===== src/rtl/xfr_pkg.sv =====
// Shared types for the transfer engine.
// Assumes: one sequencer state encoding and one packed mode record are used by all units.
package xfr_pkg;

    typedef enum logic [1:0] {
        ST_IDLE   = 2'd0,
        ST_READ   = 2'd1,
        ST_WRITE  = 2'd2,
        ST_FINISH = 2'd3
    } xfr_state_e;

    typedef struct packed {
        logic block;
        logic word;
        logic src_inc;
        logic dst_inc;
        logic src_upd;
        logic dst_upd;
    } xfr_mode_t;

endpackage


===== src/rtl/xfr_ptr_unit.sv =====
// One address pointer of the transfer engine.
// Function: holds the pointer, snapshots it at cycle start, advances it after
// each write when increment is on, and restores the snapshot at cycle end
// when update is off.
// Assumes: snap, advance and finish are never asserted in the same clock.
module xfr_ptr_unit #(
    parameter int ADDR_W     = 16,
    parameter int WORD_BYTES = 2
) (
    input  logic              clk,
    input  logic              rst_n,
    input  logic              load,
    input  logic [ADDR_W-1:0] load_val,
    input  logic              snap,
    input  logic              advance,
    input  logic              finish,
    input  logic              word,
    input  logic              inc,
    input  logic              upd,
    output logic [ADDR_W-1:0] ptr
);

    localparam logic [ADDR_W-1:0] STEP_WORD = ADDR_W'(WORD_BYTES);
    localparam logic [ADDR_W-1:0] STEP_BYTE = ADDR_W'(1);

    logic [ADDR_W-1:0] ptr_q;
    logic [ADDR_W-1:0] saved_q;

    // Pointer register: load, advance, or restore at cycle end.
    always_ff @(posedge clk) begin
        if (!rst_n) begin
            ptr_q <= '0;
        end else if (load) begin
            ptr_q <= load_val;
        end else if (advance && inc) begin
            ptr_q <= ptr_q + (word ? STEP_WORD : STEP_BYTE);
        end else if (finish && !upd) begin
            ptr_q <= saved_q;
        end
    end

    // Start-of-cycle snapshot used for the restore.
    always_ff @(posedge clk) begin
        if (!rst_n) begin
            saved_q <= '0;
        end else if (snap) begin
            saved_q <= ptr_q;
        end
    end

    assign ptr = ptr_q;

endmodule


===== src/rtl/xfr_cycle_count.sv =====
// Service cycle counter.
// Function: loaded by configuration and decremented at each cycle start.
// It wraps at zero, so a loaded 0 gives 2^COUNT_W cycles.
// Assumes: load and dec are never asserted together.
module xfr_cycle_count #(
    parameter int COUNT_W = 8
) (
    input  logic               clk,
    input  logic               rst_n,
    input  logic               load,
    input  logic [COUNT_W-1:0] load_val,
    input  logic               dec,
    output logic [COUNT_W-1:0] count,
    output logic               zero
);

    logic [COUNT_W-1:0] cnt_q;

    // Count register: load or decrement with wrap.
    always_ff @(posedge clk) begin
        if (!rst_n) begin
            cnt_q <= '0;
        end else if (load) begin
            cnt_q <= load_val;
        end else if (dec) begin
            cnt_q <= cnt_q - COUNT_W'(1);
        end
    end

    assign count = cnt_q;
    assign zero  = (cnt_q == '0);

endmodule


===== src/rtl/xfr_seq.sv =====
// Sequencer of the transfer engine.
// Function: keeps the global enable, the selection and pending-request flags,
// runs the read/write phases of a service cycle over the memory port, and
// signals cycle start, pointer advance and cycle finish to the other units.
// Assumes: the mode and block length are stable during a cycle (the top loads
// them only when load_ok is high).
module xfr_seq
    import xfr_pkg::*;
#(
    parameter int ADDR_W = 16,
    parameter int DATA_W = 16,
    parameter int BLK_W  = 5
) (
    input  logic              clk,
    input  logic              rst_n,
    input  logic              cmd_enable,
    input  logic              cmd_disable,
    input  logic              cfg_load,
    input  logic              irq_req,
    input  xfr_mode_t         mode,
    input  logic [BLK_W-1:0]  blen_m1,
    input  logic              count_zero,
    input  logic [ADDR_W-1:0] src_ptr,
    input  logic [ADDR_W-1:0] dst_ptr,
    input  logic [DATA_W-1:0] mem_rdata,
    input  logic              mem_ready,
    output logic              load_ok,
    output logic              start,
    output logic              advance,
    output logic              finish,
    output logic              mem_req,
    output logic              mem_we,
    output logic [ADDR_W-1:0] mem_addr,
    output logic [DATA_W-1:0] mem_wdata,
    output logic              busy,
    output logic              selected,
    output logic              global_en,
    output logic              done_irq
);

    localparam int BYTE_W = 8;

    xfr_state_e        state_q;
    xfr_state_e        state_d;
    logic [BLK_W-1:0]  beat_q;
    logic [DATA_W-1:0] data_q;
    logic              pend_q;
    logic              sel_q;
    logic              gen_q;
    logic              take;
    logic              end_service;

    // Decode of the control strobes for this clock.
    always_comb begin
        load_ok     = cfg_load && (state_q == ST_IDLE);
        start       = (state_q == ST_IDLE) && pend_q && sel_q && gen_q && !cfg_load;
        advance     = (state_q == ST_WRITE) && mem_ready;
        finish      = (state_q == ST_FINISH);
        end_service = finish && count_zero;
        take        = irq_req && sel_q && gen_q;
    end

    // Next-state logic for the read/write phases.
    always_comb begin
        state_d = state_q;
        unique case (state_q)
            ST_IDLE:   if (start) state_d = ST_READ;
            ST_READ:   if (mem_ready) state_d = ST_WRITE;
            ST_WRITE:  if (mem_ready) state_d = (beat_q == '0) ? ST_FINISH : ST_READ;
            ST_FINISH: state_d = ST_IDLE;
            default:   state_d = ST_IDLE;
        endcase
    end

    // State register.
    always_ff @(posedge clk) begin
        if (!rst_n) begin
            state_q <= ST_IDLE;
        end else begin
            state_q <= state_d;
        end
    end

    // Beats left in the current cycle.
    always_ff @(posedge clk) begin
        if (!rst_n) begin
            beat_q <= '0;
        end else if (start) begin
            beat_q <= mode.block ? blen_m1 : '0;
        end else if (advance && (beat_q != '0)) begin
            beat_q <= beat_q - BLK_W'(1);
        end
    end

    // Data holding register between the read and the write.
    always_ff @(posedge clk) begin
        if (!rst_n) begin
            data_q <= '0;
        end else if ((state_q == ST_READ) && mem_ready) begin
            data_q <= mode.word ? mem_rdata
                                : {{(DATA_W-BYTE_W){1'b0}}, mem_rdata[BYTE_W-1:0]};
        end
    end

    // Pending request: set by an accepted request, cleared at start or end of service.
    always_ff @(posedge clk) begin
        if (!rst_n) begin
            pend_q <= 1'b0;
        end else if (end_service) begin
            pend_q <= 1'b0;
        end else if (take) begin
            pend_q <= 1'b1;
        end else if (start) begin
            pend_q <= 1'b0;
        end
    end

    // Selection: set by an accepted load, dropped at end of service.
    always_ff @(posedge clk) begin
        if (!rst_n) begin
            sel_q <= 1'b0;
        end else if (end_service) begin
            sel_q <= 1'b0;
        end else if (load_ok) begin
            sel_q <= 1'b1;
        end
    end

    // Global enable: the disable command wins over the enable command.
    always_ff @(posedge clk) begin
        if (!rst_n) begin
            gen_q <= 1'b0;
        end else if (cmd_disable) begin
            gen_q <= 1'b0;
        end else if (cmd_enable) begin
            gen_q <= 1'b1;
        end
    end

    // Memory port and status outputs.
    always_comb begin
        mem_req   = (state_q == ST_READ) || (state_q == ST_WRITE);
        mem_we    = (state_q == ST_WRITE);
        mem_addr  = (state_q == ST_READ) ? src_ptr : dst_ptr;
        mem_wdata = data_q;
        busy      = (state_q != ST_IDLE);
        selected  = sel_q;
        global_en = gen_q;
        done_irq  = end_service;
    end

endmodule


===== src/rtl/xfr_engine.sv =====
// Interrupt-triggered single/block transfer engine, top level.
// Function: holds the loaded mode and block length, and ties together the
// sequencer, the cycle counter and one pointer unit each for source and
// destination (built by a generate loop).
// Assumes: the memory port answers every request eventually; the
// configuration inputs are sampled only on an accepted cfg_load.
module xfr_engine
    import xfr_pkg::*;
#(
    parameter int ADDR_W  = 16,
    parameter int DATA_W  = 16,
    parameter int COUNT_W = 8,
    parameter int BLK_W   = 5
) (
    input  logic               clk,
    input  logic               rst_n,
    input  logic               cmd_enable,
    input  logic               cmd_disable,
    input  logic               cfg_load,
    input  logic [ADDR_W-1:0]  cfg_src,
    input  logic [ADDR_W-1:0]  cfg_dst,
    input  logic [COUNT_W-1:0] cfg_count,
    input  logic [BLK_W-1:0]   cfg_blen_m1,
    input  logic               cfg_block,
    input  logic               cfg_word,
    input  logic               cfg_src_inc,
    input  logic               cfg_dst_inc,
    input  logic               cfg_src_upd,
    input  logic               cfg_dst_upd,
    input  logic               irq_req,
    output logic               mem_req,
    output logic               mem_we,
    output logic               mem_word,
    output logic [ADDR_W-1:0]  mem_addr,
    output logic [DATA_W-1:0]  mem_wdata,
    input  logic [DATA_W-1:0]  mem_rdata,
    input  logic               mem_ready,
    output logic               busy,
    output logic               selected,
    output logic               global_en,
    output logic               done_irq,
    output logic [ADDR_W-1:0]  src_ptr,
    output logic [ADDR_W-1:0]  dst_ptr,
    output logic [COUNT_W-1:0] count_left
);

    localparam int WORD_BYTES = DATA_W / 8;
    localparam int NUM_PTR    = 2;

    xfr_mode_t         mode_q;
    logic [BLK_W-1:0]  blen_q;
    logic              load_ok;
    logic              start;
    logic              advance;
    logic              finish;
    logic              count_zero;
    logic [ADDR_W-1:0] ptr_init [NUM_PTR];
    logic [ADDR_W-1:0] ptr_val  [NUM_PTR];
    logic [NUM_PTR-1:0] ptr_inc;
    logic [NUM_PTR-1:0] ptr_upd;

    // Mode and block length registers, loaded with the configuration.
    always_ff @(posedge clk) begin
        if (!rst_n) begin
            mode_q <= '0;
            blen_q <= '0;
        end else if (load_ok) begin
            mode_q <= '{block: cfg_block, word: cfg_word,
                        src_inc: cfg_src_inc, dst_inc: cfg_dst_inc,
                        src_upd: cfg_src_upd, dst_upd: cfg_dst_upd};
            blen_q <= cfg_blen_m1;
        end
    end

    assign ptr_init[0] = cfg_src;
    assign ptr_init[1] = cfg_dst;
    assign ptr_inc     = {mode_q.dst_inc, mode_q.src_inc};
    assign ptr_upd     = {mode_q.dst_upd, mode_q.src_upd};

    xfr_seq #(
        .ADDR_W (ADDR_W),
        .DATA_W (DATA_W),
        .BLK_W  (BLK_W)
    ) u_seq (
        .clk         (clk),
        .rst_n       (rst_n),
        .cmd_enable  (cmd_enable),
        .cmd_disable (cmd_disable),
        .cfg_load    (cfg_load),
        .irq_req     (irq_req),
        .mode        (mode_q),
        .blen_m1     (blen_q),
        .count_zero  (count_zero),
        .src_ptr     (ptr_val[0]),
        .dst_ptr     (ptr_val[1]),
        .mem_rdata   (mem_rdata),
        .mem_ready   (mem_ready),
        .load_ok     (load_ok),
        .start       (start),
        .advance     (advance),
        .finish      (finish),
        .mem_req     (mem_req),
        .mem_we      (mem_we),
        .mem_addr    (mem_addr),
        .mem_wdata   (mem_wdata),
        .busy        (busy),
        .selected    (selected),
        .global_en   (global_en),
        .done_irq    (done_irq)
    );

    xfr_cycle_count #(
        .COUNT_W (COUNT_W)
    ) u_count (
        .clk      (clk),
        .rst_n    (rst_n),
        .load     (load_ok),
        .load_val (cfg_count),
        .dec      (start),
        .count    (count_left),
        .zero     (count_zero)
    );

    generate
        for (genvar i = 0; i < NUM_PTR; i++) begin : g_ptr
            xfr_ptr_unit #(
                .ADDR_W     (ADDR_W),
                .WORD_BYTES (WORD_BYTES)
            ) u_ptr (
                .clk      (clk),
                .rst_n    (rst_n),
                .load     (load_ok),
                .load_val (ptr_init[i]),
                .snap     (start),
                .advance  (advance),
                .finish   (finish),
                .word     (mode_q.word),
                .inc      (ptr_inc[i]),
                .upd      (ptr_upd[i]),
                .ptr      (ptr_val[i])
            );
        end
    endgenerate

    assign src_ptr  = ptr_val[0];
    assign dst_ptr  = ptr_val[1];
    assign mem_word = mode_q.word;

endmodule


===== config.mk =====
export PLATFORM = sky130hd
export DESIGN_NAME = xfr_engine
export DESIGN_NICKNAME = d
export VERILOG_FILES = /design/src/rtl/xfr_pkg.sv /design/src/rtl/xfr_ptr_unit.sv /design/src/rtl/xfr_cycle_count.sv /design/src/rtl/xfr_seq.sv /design/src/rtl/xfr_engine.sv
export SDC_FILE = /design/constraint.sdc
export NUM_CORES = 1
export LEC_CHECK = 0
export CAP_MARGIN = 20
export CORE_AREA = 2 2 118 120
export CTS_CLUSTER_DIAMETER = 30
export DETAILED_ROUTE_END_ITERATION = 16
export DIE_AREA = 0 0 120 122
export PLACE_DENSITY_LB_ADDON = 0.1
export REMOVE_ABC_BUFFERS = 1
export SLEW_MARGIN = 0
export SYNTH_ARGS = -nofsm -noshare
export SYNTH_HDL_FRONTEND = slang
export SYNTH_SLANG_ARGS = --single-unit

===== constraint.sdc =====
create_clock -name clk -period 2.4 [get_ports clk]
set_input_delay 0.72 -clock clk [delete_from_list [all_inputs] [get_ports clk]]
set_output_delay 0.72 -clock clk [all_outputs]
set_load 0.02 [all_outputs]

# == Yosys cells after proc, flatten, opt, wreduce, memory -nomap -nowiden ==
# Index checks and enable logic that the tools add are counted.
# W data, S select, Z words.
# op_classes
add_sub_neg,4
n_eq_ne,6
muxes,21
n_bitwise,1
reduce_logical,32
# ops
op,n
$mux W16,8
$add A16 B16 Y16,2
$mux W8,2
$logic_and A1 B1 Y1,15
$mux W5,3
$mux W2,5
$logic_not A8 Y1,1
$pmux W2 S4,1
$reduce_bool A2 Y1,4
$sub A8 B1 Y8 const B,1
$reduce_bool A3 Y1,2
$logic_not A5 Y1,1
$reduce_bool A5 Y1,1
$sub A5 B1 Y5 const B,1
$eq A2 B2 Y1 const B,2
$ne A2 B1 Y1 const B,2
$reduce_or A2 Y1,2
$logic_not A1 Y1,3
$reduce_and A3 Y1,1
$eq A2 B1 Y1 const B,1
$logic_not A2 Y1,1
$mux W1,2
$ne A2 B2 Y1 const B,1
$logic_or A1 B1 Y1,1
$not A1 Y1,1
# totals
reg_bits,109
inputBits,74

# == Depth between registers and ports, before layout ==
# Gate-level depths: netlist of run 1.
# logic_depth
ltp_word,7
depth_mapped,10
mapped_depth_nobuf,9

# == Cells and area by module ==
# Synthesis of run 1 repeated with hierarchy kept, for this count alone.
# unflattened
cells_unflattened,689
area_unflattened_um2,6073.3
# modules_own_cells
module,instances,cells_each,area_each_um2
xfr_ptr_unit,2,218,1921.8
xfr_seq,1,160,1335.0
xfr_cycle_count,1,58,480.5
xfr_engine,1,35,414.1

# == Worst setup path after synthesis of run 1 ==
# Ideal clock, no wire load.
# synth_path
kind,register -> register
from,register mode_q (netlist bit mem_word)
to,register g_ptr[1].u_ptr.ptr_q[14]
arrival_time_ns,2.372
required_ns,2.283
path_slack_ns,-0.089
stages_incl_launch_ff,11
synth_period_minus_slack_ns,2.489
cell_sequence,dfxtp_1 clkbuf_1 inv_1 ha_1 inv_1 fa_1 nand4b_1 nor3_1 nand2_1 a22o_1 a22o_1
# synth_via
elab_chain_cells,4
# synth_rtl
element,line,source
"start, declared",xfr_engine.sv:50,xfr_mode_t mode_q;
"start signal, assigned",xfr_engine.sv:68,"mode_q <= '{block: cfg_block, word: cfg_word,"
$mux W2,xfr_ptr_unit.sv:36,ptr_q <= ptr_q + (word ? STEP_WORD : STEP_BYTE);
$add A16 B16 Y16,xfr_ptr_unit.sv:36,
$mux W16,xfr_ptr_unit.sv:35,end else if (advance && inc) begin
$mux W16,xfr_ptr_unit.sv:33,end else if (load) begin
"end signal, assigned",xfr_ptr_unit.sv:34,ptr_q <= load_val;
"end signal, assigned",xfr_ptr_unit.sv:36,
"end signal, assigned",xfr_ptr_unit.sv:38,ptr_q <= saved_q;
"end, declared",xfr_ptr_unit.sv:26,logic [ADDR_W-1:0] ptr_q;
# No other way between the ends.
# A chain may end at the register's enable or synchronous reset.

# == Worst setup path in the final report of run 1 ==
# layout_path
from,register u_seq.state_q[1]
to,output port mem_addr[2]
# layout_via
elab_chain_cells,2
# layout_rtl
element,line,source
"start, declared",xfr_seq.sv:43,xfr_state_e state_q;
"start signal, assigned",xfr_seq.sv:80,state_q <= state_d;
$eq A2 B1 Y1,xfr_seq.sv:144,mem_addr = (state_q == ST_READ) ? src_ptr : dst_ptr;
$mux W16,xfr_seq.sv:144,
"end, declared",xfr_engine.sv:34,"output logic [ADDR_W-1:0] mem_addr,"
# No other way between the ends.

==> results of run 1 <==
cells in the mapped netlist (2+ instances only):
cell type	count
nand2_1	165
dfxtp_1	109
a21oi_1	107
nor2_1	45
clkbuf_1	36
o21ai_0	33
nand3_1	27
nor3_1	17
mux2_2	16
inv_1	14
ha_1	11
buf_2	10
xnor2_1	10
xor2_1	10
a211oi_1	9
a31oi_1	9
and3_1	9
nand4_1	9
nor4_1	9
buf_1	7
nand2b_1	6
o211ai_1	6
a22o_1	4
a211o_1	3
a221oi_1	3
a32o_1	3
o221ai_1	3
a311oi_1	2
and2_1	2
clkbuf_2	2
fa_1	2
nand3b_1	2
nor2b_1	2
nor4_2	2
nor4b_1	2
o31ai_1	2
or3_1	2
worst max path at each step:
| stage | start | end | slack (ns) | cells past startpoint |
|---|---|---|---|---|
| floorplan | rst_n | g_ptr[1].u_ptr.ptr[5]$_SDFFE_PN0P_ | -0.34 | 4 |
| global placement | mem_ready | g_ptr[0].u_ptr.ptr[5]$_SDFFE_PN0P_ | -0.08 | 7 |
| detailed placement | mem_ready | g_ptr[0].u_ptr.ptr[8]$_SDFFE_PN0P_ | -0.14 | 7 |
| CTS | u_seq.state_q[1]$_SDFFE_PN0P_ | mem_addr[10] | -0.05 | 5 |
| global route | u_seq.state_q[1]$_SDFFE_PN0P_ | mem_addr[2] | 0.02 | 5 |
| finish | u_seq.state_q[1]$_SDFFE_PN0P_ | mem_addr[2] | 0.05 | 5 |
flip-flops by register name, indices dropped and copies added (netlist names):
name and cells:
g_ptr.u_ptr.ptr 32, g_ptr.u_ptr.saved_q 32, u_seq.mem_wdata 16, u_count.count 8, blen_q 5, mode_q 5
u_seq.beat_q 5, u_seq.state_q 2, mem_word 1, u_seq.global_en 1, u_seq.pend_q 1, u_seq.selected 1
area by class of cell:
cell class,instances,area share
inverter,15,0.00708
sequential,109,0.275
clock buffer,10,0.0288
multi-input combinational,548,0.388
timing repair buffer,232,0.265
clock inverter,6,0.00897
tap,180,0.0283
worst register-to-register path, cell delays in order (launching register included):
cell and delay (ns):
dfxtp_1 0.32, inv_1 0.13, ha_1 0.20, inv_1 0.06, fa_1 0.37, nand4b_1 0.28, nor3_2 0.24, nand2_1 0.11
a22o_1 0.20, a22o_1 0.23
stage by stage:
stage                     worst slack (ns)  std cells  hold slack (ns)  area, sq um
after floorplan                     -0.341        672            0.432         5270
after global placement             -0.0807       1084            0.442         7690
after detailed placement            -0.136       1084            0.445         7690
after CTS                          -0.0536       1100            0.457         7980
after global routing                0.0166       1100            0.474         7950
final                               0.0487       1100            0.454         7950
power by group:
group	internal, mW	switching, mW
logic	0.585	0.625
clock network	0.817	0.696
registers	1.90	0.114
layer usage:
metal,global-route usage,part of all wire,up-vias
met5,0,0,-
met4,0.107,0.018,0
met3,0.0431,0.073,27
met2,0.406,0.47,257
met1,0.328,0.44,2802
li1,-,-,2902
cells by family after synthesis:
group                    after synthesis  synth area share
AND/OR/NAND/NOR                      305             0.248
multiplexers                          17            0.0346
buffers and inverters                 71            0.0525
adder cells (fa/ha/maj)               13            0.0323
AO/OA/AOI/OAI                        193             0.204
XOR/XNOR                              20            0.0318
flip-flops                           109             0.396
timing repair:
item / CTS / global route
pin swaps: 0 / 0
setup endpoints to repair: 20 / 13
gates resized for setup: 62 / 14
setup buffers: 0 / 0
==> metrics.md, run 1 <==
| Metric | Value |
|---|---|
| Core box area | `13500 sq um` |
| Number of flops mapped to enable cells by yosys | `0` |
| Drt first pass iters | `6` |
| Most frequent standard cell in the layout excluding fill and tap cells | `nand2_1` |
| Register area share after synthesis | `0.396` |
| Leading cell types in the layout, fill and taps excluded | `nand2_1 (164), clkdlybuf4s50_1 (132), dfxtp_1 (108), a21oi_1 (107), buf_4 (75)` |
| Maximum resistive drop on vdd | `around 0.32 mV` |
| Cell type with the highest aggregate area in the netlist | `dfxtp_1` |
| Register Area | `2180 sq um` |
| Capture instance of the worst register-to-register path | `g_ptr[1].u_ptr.ptr[14]$_SDFFE_PN0P_` |
| Number of max-capacitance violations reported | `0` |
| WHS Path Cells | `2` |
| Buffers and inverters on the worst path | `3` |
| Final core area utilization | `0.589` |
| Syn-to-layout area delta | `44.5%` |
| Ys async rst share | `0` |
| Classification of the worst setup path | `reg -> out` |
| Leakage component of the power | `about 3 nW` |
| Type of the most critical hold path | `reg -> reg` |
| Area used by multi-input combinational logic | `3080 sq um` |
| Deepest clock path buffer count | `2` |
| Filler cells | `between 1000 and 1500` |
| Reg-to-reg startpoint | `mem_word$_SDFFE_PN0P_` |
| Critical path arrival | `1.63 ns` |
| CTS Sinks | `109` |
| R2R cell count | `9` |
| Number of antenna violations at the first check in global routing | `0` |
| Slew headroom | `0.614` |
| Delay-heaviest family, CP | `buffers and inverters` |
| Average detailed-routed wire length per instance | `16.5 um` |
| Max Fclk | `425 MHz` |
| CTS H-tree lvls | `3` |
| Final slew viol count | `0` |
| Global-route wire length before repair | `28900 um` |
| Number of antenna diodes | `0` |
| IO buf count | `between 150 and 200` |
| Vias per std cell | `approximately 5.4` |
| CTS tree | `built` |
| Die H | `approximately 120 um` |
| Antenna-violating nets left | `0` |
| Rows | `43` |
| CTS Root Buffer Type | `clkbuf_16` |
| Largest cells by area after synthesis | `dfxtp_1 (40%), nand2_1 (11%), a21oi_1 (9.7%)` |
| Fraction of the cycle the final worst path needs | `0.980` |
| Hold Fails Final Rpt | `0` |
| Global routing usage summed across all routing layers | `0.250` |
| Startpoint class of the critical path | `flip-flop` |
| Hold path endpoint | `u_seq.mem_wdata[10]$_SDFFE_PN0P_` |
| Die X | `around 120 um` |
| Critical-path cell with the highest stage delay | `dfxtp_1` |
| Ports | `around 150` |
| Worst Path Max Fanout | `13` |
| Total of endpoints with negative setup slack in the final report | `0` |
| Gp weighted congestion | `about 0.97` |
| Total negative setup slack | `0 ns` |
| Detailed Route WL | `approximately 18000 um` |
| Initial drt markers | `352` |
| Required time of the critical path | `1.68 ns` |
| RSZ-0062 raised after global routing | `no` |
| DRC violation count after routing | `0` |
| Flop2flop setup slack | `0.17 ns` |
| Number of vias after detailed routing | `between 5000 and 6000` |
| Cts bufs inserted | `9` |
| Main synth FF type | `dfxtp_1` |
| Via count of the first global-routing pass | `5775` |
| Pwr dens | `roughly 600 nW/um^2` |
| Die Outline Area | `around 15000 sq um` |
| Synthesis warning total | `0` |
| Outcome | `finished, final reports clean` |
| Number of different library cells in the post-synthesis netlist | `55` |
| Mean instance size in the synthesized netlist | `7.56 sq um` |
| Actual slew at the worst max-slew pin | `0.577 ns` |
| # nets final | `1002` |
| Clock edge transition at the registers on the reported setup and hold paths | `0.07 ns` |
| FF+latch count, synth | `between 100 and 150` |
| Synthesized area | `between 5000 and 6000 sq um` |
| Number of buffers inserted by hold repair at cts | `0` |
| Crit path capture type | `primary output` |
| Post-layout power | `around 4.7 mW` |
| Fraction of final layout cells sized beyond drive strength 1 | `0.153` |
| Worst path cell trace | `inv_2 -> ha_4 -> buf_12 -> mux2_2 -> clkdlybuf4s15_2` |
| Final Critical Period | `approximately 2.4 ns` |
| Start point of the worst min-delay path | `u_seq.mem_wdata[10]$_SDFFE_PN0P_` |
| Max Clock Skew | `0.00896 ns` |
| Syn Inst Count | `728` |
| Pin count of the biggest net entering global routing | `34` |
| Leftover overflow at the end of global routing | `0` |
| Clock insertion delay at the later pin of the skew report | `around 0.36 ns` |
| Delay of the slowest critical-path stage | `0.33 ns` |
| Initial Util | `0.408` |
| Post-DP HPWL | `13500 um` |
| Area fraction of the dominant cell type after synthesis | `0.396` |
No activity file was read; power rests on OpenSTA's default activity.
==> run 2, diff against run 1 <==
CTS_BUF_LIST = sky130_fd_sc_hd__clkbuf_8   (was not set)
==> run 2 against run 1 <==
- power shrank 7.6%
- critical endpoint is now mem_addr[1]
- cell count is the same
- hold slack gained 0.0050 ns
- sequential power is essentially flat
- global-route usage is essentially flat
- die area is the same
- routed wire length grew 0.26%
- combinational power is essentially flat
- critical path depth is the same
- first-iteration DRC count grew 22%
- final area shrank 1.3%
==> metrics.md, run 2 (same netlist as run 1, synthesis figures left out) <==
| Metric | Value |
|---|---|
| Outcome | `finished, final reports clean` |
| Leakage component of the power | `a little under 3 nW` |
| Cts bufs inserted | `9` |
| Worst Path Max Fanout | `13` |
| Core box area | `approximately 14000 sq um` |
| Total negative setup slack | `0 ns` |
| Post-route setup slack | `roughly 0.025 ns` |
| WHS Path Cells | `2` |
| Required time of the critical path | `between 1.5 and 2 ns` |
| Slew headroom | `0.616` |
| Rows | `43` |
| Critical-path cell with the highest stage delay | `dfxtp_1` |
| Vias per std cell | `approximately 5.4` |
| IO buf count | `approximately 150` |
| Antenna-violating nets left | `0` |
| Global routing usage summed across all routing layers | `0.250` |
| Die H | `122 um` |
| Pwr dens | `between 500 and 600 nW/um^2` |
| Number of buffers inserted by hold repair at cts | `0` |
| Maximum resistive drop on vdd | `0.257 mV` |
| Total of endpoints with negative setup slack in the final report | `0` |
| Ports | `about 150` |
| CTS tree | `built` |
| Setup WS pre-CTS | `-0.136 ns` |
| CTS H-tree lvls | `3` |
| Hold path endpoint | `u_seq.mem_wdata[10]$_SDFFE_PN0P_` |
| Type of the most critical hold path | `reg -> reg` |
| Number of antenna violations at the first check in global routing | `0` |
| Reg-to-reg startpoint | `mem_word$_SDFFE_PN0P_` |
| Startpoint class of the critical path | `flip-flop` |
| Sw power | `~1.4 mW` |
| Pin count of the biggest net entering global routing | `34` |
| Drt first pass iters | `5` |
| Capture instance of the worst register-to-register path | `g_ptr[1].u_ptr.ptr[14]$_SDFFE_PN0P_` |
| Most frequent standard cell in the layout excluding fill and tap cells | `nand2_1` |
| Flop2flop setup slack | `approximately 0.15 ns` |
| Deepest clock path buffer count | `2` |
| Clk pwr share | `0.264` |
| Average detailed-routed wire length per instance | `approximately 17 um` |
| Clock edge transition at the registers on the reported setup and hold paths | `approximately 0.10 ns` |
| Worst hold slack | `~0.46 ns` |
| Fraction of the cycle the final worst path needs | `0.990` |
| RSZ-0062 raised after global routing | `no` |
| Final slew viol count | `0` |
| Worst path cell trace | `inv_2 -> ha_4 -> buf_12 -> o21ai_0 -> dlygate4sd2_1` |
| Inst Count DP | `~1100` |
| Actual slew at the worst max-slew pin | `around 0.57 ns` |
| Max Fclk | `421 MHz` |
| Clock insertion delay at the later pin of the skew report | `0.40 ns` |
| Classification of the worst setup path | `reg -> out` |
| Post-CTS setup repair buffer count | `0` |
| Leading cell types in the layout, fill and taps excluded | `nand2_1 (164), clkdlybuf4s50_1 (131), dfxtp_1 (108), a21oi_1 (107), buf_4 (74)` |
| Final Critical Period | `around 2.4 ns` |
| # nets final | `around 1000` |
| Global-route wire length before repair | `slightly below 30000 um` |
| Critical path arrival | `roughly 1.7 ns` |
| Int Pwr | `2.97 mW` |
| Delay of the slowest critical-path stage | `between 0.3 and 0.4 ns` |
| Post-DP Area | `7690 sq um` |
| Detailed Route WL | `18200 um` |
| DRC violation count after routing | `0` |
| Die Outline Area | `approximately 15000 sq um` |
| Number of antenna diodes | `0` |
| Initial Util | `0.408` |
| Leftover overflow at the end of global routing | `0` |
| Sw Share | `0.321` |
| Via count of the first global-routing pass | `between 5000 and 6000` |
| Non-Filler Cell Area, Final | `7850 sq um` |
| CTS Sinks | `109` |
| Gp weighted congestion | `between 0.9 and 1` |
| Fraction of final layout cells sized beyond drive strength 1 | `0.154` |
| Die X | `~120 um` |
| CTS Root Buffer Type | `clkbuf_8` |
| Part of the total power dissipated in sequential elements | `0.460` |
| Syn-to-layout area delta | `42.6%` |
| Post-DP HPWL | `around 13000 um` |
| Start point of the worst min-delay path | `u_seq.mem_wdata[10]$_SDFFE_PN0P_` |
| Max Clock Skew | `between 0.01 and 0.015 ns` |
| Post-layout power | `roughly 4.4 mW` |
| Finished Layout Cells | `1100` |
| Crit path capture type | `primary output` |
| Final core area utilization | `0.581` |
| Hold Fails Final Rpt | `0` |
| Initial drt markers | `430` |
| Combinational group share of total power | `0.276` |
| R2R cell count | `9` |
| Number of vias after detailed routing | `5941` |
| Number of max-capacitance violations reported | `0` |
## run 2: cell types whose count changed in the layout (fill, tap and decap cells not counted)
| cell | delta |
|---|---|
| buf_2 | +2 |
| clkbuf_8 | +9 |
| buf_6 | +1 |
| buf_4 | -1 |
| clkdlybuf4s50_1 | -1 |
| clkbuf_16 | -9 |
| dlymetal6s2s_1 | +1 |
| clkbuf_1 | -1 |
| inv_1 | +1 |
| dlygate4sd2_1 | -1 |
| clkdlybuf4s15_2 | -1 |
## run 2: worst max-delay path by stage
| stage | from | end | slack (ns) | depth (start not counted) |
|---|---|---|---|---|
| after floorplan | rst_n | g_ptr[1].u_ptr.ptr[5]$_SDFFE_PN0P_ | -0.34 | 4 |
| after global placement | mem_ready | g_ptr[0].u_ptr.ptr[5]$_SDFFE_PN0P_ | -0.08 | 7 |
| after detailed placement | mem_ready | g_ptr[0].u_ptr.ptr[8]$_SDFFE_PN0P_ | -0.14 | 7 |
| after CTS | u_count.count[2]$_SDFFE_PN0P_ | done_irq | -0.05 | 4 |
| after global routing | u_seq.state_q[0]$_SDFFE_PN0P_ | mem_addr[6] | 0.004 | 4 |
| final | u_seq.state_q[1]$_SDFFE_PN0P_ | mem_addr[1] | 0.02 | 5 |
## run 2: area by class of cell
type                       instances  area [sq um]
clock buffer                       9           124
clock inverter                     7          75.1
fill                            1247          5660
inverter                          15          56.3
multi-input combinational        548          3080
sequential                       109          2180
tap                              180           225
timing repair buffer             232          2100
## run 2: power by group through the flow
| stage | clock network [mW] | registers, mW | logic [mW] |
|---|---|---|---|
| 2_1_floorplan | 0 | 2.14 | 0.454 |
| 3_3_place_gp | 0 | 2.05 | 1.22 |
| 3_5_place_dp | 0 | 2.05 | 1.24 |
| 4_1_cts | 1.18 | 2.01 | 1.21 |
| 5_1_grt | 1.26 | 2.03 | 1.31 |
| 6_report | 1.15 | 2.02 | 1.21 |
## run 2: routing by layer
layer | wire length (um) | GRT usage | vias up
met2 | 8540 | 0.403 | 246
met3 | 1320 | 0.0534 | 22
met5 | 0 | 0 | -
met4 | 277 | 0.0919 | 0
met1 | 8040 | 0.329 | 2778
li1 | - | - | 2895
## run 2: worst max-delay path: cells and delay by family (launching register included)
kind            cells  cell delay (ns)
fa+ha+maj           1             0.17
compound gates      1             0.15
flops               1             0.37
buf+inv             3             0.56
## run 2: what timing repair did
action / in CTS / in global routing
endpoints found under the setup margin: 20 / 12
gates cloned: 0 / 0
gates resized for setup: 72 / 10
==> run 3, diff against run 2 <==
SKIP_LAST_GASP = 1   (was not set)
==> run 3 against run 2 <==
- clock-buffer cell count is the same
- largest cell class unchanged
- sequential power is essentially flat
- critical path depth is the same
- critical endpoint unchanged
==> metrics.md, run 3 (same netlist as run 1, synthesis figures left out) <==
| Metric | Value |
|---|---|
| Via count of the first global-routing pass | `between 5000 and 6000` |
| Leakage component of the power | `2.95 nW` |
| CTS Root Buffer Type | `clkbuf_8` |
| Drt first pass iters | `5` |
| Die X | `between 100 and 150 um` |
| Global-route wire length before repair | `around 29000 um` |
| IO buf count | `approximately 150` |
| Fraction of final layout cells sized beyond drive strength 1 | `0.155` |
| CTS H-tree lvls | `3` |
| Actual slew at the worst max-slew pin | `between 0.5 and 0.6 ns` |
| Slew headroom | `0.610` |
| Flop2flop setup slack | `roughly 0.15 ns` |
| Leading cell types in the layout, fill and taps excluded | `nand2_1 (164), clkdlybuf4s50_1 (131), a21oi_1 (107), dfxtp_1 (107), buf_4 (74)` |
| Type of the most critical hold path | `reg -> reg` |
| Syn-to-layout area delta | `42.4%` |
| Rows | `between 40 and 50` |
| Cts bufs inserted | `9` |
| Number of antenna violations at the first check in global routing | `0` |
| Post-DP HPWL | `roughly 13000 um` |
| Startpoint class of the critical path | `flip-flop` |
| Antenna-violating nets left | `0` |
| Die Outline Area | `14600 sq um` |
| Ports | `around 150` |
| Area used by multi-input combinational logic | `3070 sq um` |
| Classification of the worst setup path | `reg -> out` |
| Worst Path Max Fanout | `13` |
| Vias per std cell | `5.41` |
| Outcome | `finished, final reports clean` |
| Post-route setup slack | `0.0259 ns` |
| DRC violation count after routing | `0` |
| Clock edge transition at the registers on the reported setup and hold paths | `0.10 ns` |
| Critical path arrival | `~1.7 ns` |
| Max Clock Skew | `roughly 0.011 ns` |
| Max Fclk | `about 420 MHz` |
| Average detailed-routed wire length per instance | `roughly 17 um` |
| WHS Path Cells | `2` |
| Initial drt markers | `394` |
| Number of antenna diodes | `0` |
| Filler cells | `~1300` |
| Non-Filler Cell Area, Final | `approximately 8000 sq um` |
| Crit path capture type | `primary output` |
| Number of max-capacitance violations reported | `0` |
| Hold path endpoint | `u_seq.mem_wdata[10]$_SDFFE_PN0P_` |
| Setup WS pre-CTS | `-0.136 ns` |
| # nets final | `1002` |
| Fraction of the cycle the final worst path needs | `0.989` |
| Post-DP Area | `~7700 sq um` |
| Final Critical Period | `2.37 ns` |
| Global routing usage summed across all routing layers | `0.249` |
| Final slew viol count | `0` |
| Initial Util | `0.408` |
| Deepest clock path buffer count | `2` |
| Pwr dens | `approximately 560 nW/um^2` |
| CTS Sinks | `109` |
| Most frequent standard cell in the layout excluding fill and tap cells | `nand2_1` |
| Pin count of the biggest net entering global routing | `34` |
| Maximum resistive drop on vdd | `0.269 mV` |
| Total of endpoints with negative setup slack in the final report | `0` |
| Gp weighted congestion | `roughly 0.97` |
| R2R cell count | `9` |
| Reg-to-reg startpoint | `mem_word$_SDFFE_PN0P_` |
| Detailed Route WL | `18200 um` |
| Capture instance of the worst register-to-register path | `g_ptr[1].u_ptr.ptr[14]$_SDFFE_PN0P_` |
| CTS tree | `built` |
| Final core area utilization | `0.581` |
| Core box area | `between 10000 and 15000 sq um` |
| Required time of the critical path | `~1.7 ns` |
| RSZ-0062 raised after global routing | `yes` |
| Worst hold slack | `0.460 ns` |
| Clock insertion delay at the later pin of the skew report | `around 0.40 ns` |
| Register Area | `2180 sq um` |
| Total negative setup slack | `0 ns` |
| Die H | `between 100 and 150 um` |
| Hold Fails Final Rpt | `0` |
| Leftover overflow at the end of global routing | `0` |
| Number of vias after detailed routing | `between 5000 and 6000` |
| Start point of the worst min-delay path | `u_seq.mem_wdata[10]$_SDFFE_PN0P_` |
==> run 3: final cells by class <==
type,count,share of cell area
Inverter,15,0.00718
Multi-Input combinational cell,548,0.392
Clock buffer,9,0.0158
Sequential cell,109,0.279
Clock inverter,7,0.00958
Tap cell,180,0.0287
Timing Repair Buffer,232,0.268
==> run 3: repair_timing <==
action	4_1_cts	5_1_grt
setup buffers	0	0
setup endpoints to repair	20	23
hold buffers	0	0
resized for setup	54	27
==> run 3: how the worst max path moves through the flow <==
stage / startpoint / end
floorplan: rst_n / g_ptr[1].u_ptr.ptr[5]$_SDFFE_PN0P_
global placement: mem_ready / g_ptr[0].u_ptr.ptr[5]$_SDFFE_PN0P_
detailed placement: mem_ready / g_ptr[0].u_ptr.ptr[8]$_SDFFE_PN0P_
CTS: u_count.count[2]$_SDFFE_PN0P_ / done_irq
global route: u_count.count[2]$_SDFFE_PN0P_ / done_irq
finish: u_seq.state_q[1]$_SDFFE_PN0P_ / mem_addr[1]
==> run 3: worst max-delay path, stage by stage (launching register included) <==
cell           delay, ns
dfxtp_1             0.37
inv_2               0.07
ha_4                0.17
buf_12              0.15
o21ai_0             0.15
dlygate4sd2_1       0.35
==> run 3: where the power goes <==
group	switching, mW	total [mW]	internal, mW
Clock	0.672	1.16	0.486
Sequential	0.112	2.02	1.90
Combinational	0.625	1.21	0.582
Total	1.41	4.38	2.97
==> run 3: per-layer routing <==
layer,vias to the layer above,global-route usage,wire length [um]
met5,-,0,0
met2,240,0.404,8500
met1,2784,0.328,8090
li1,2900,-,-
met4,0,0.0919,310
met3,28,0.0524,1260
==> run 3: per-stage QoR <==
step                instances  power, mW
floorplan                 672       2.60
global placement         1084       3.27
detailed placement       1084       3.29
CTS                      1100       4.42
global route             1100       4.59
finish                   1100       4.38
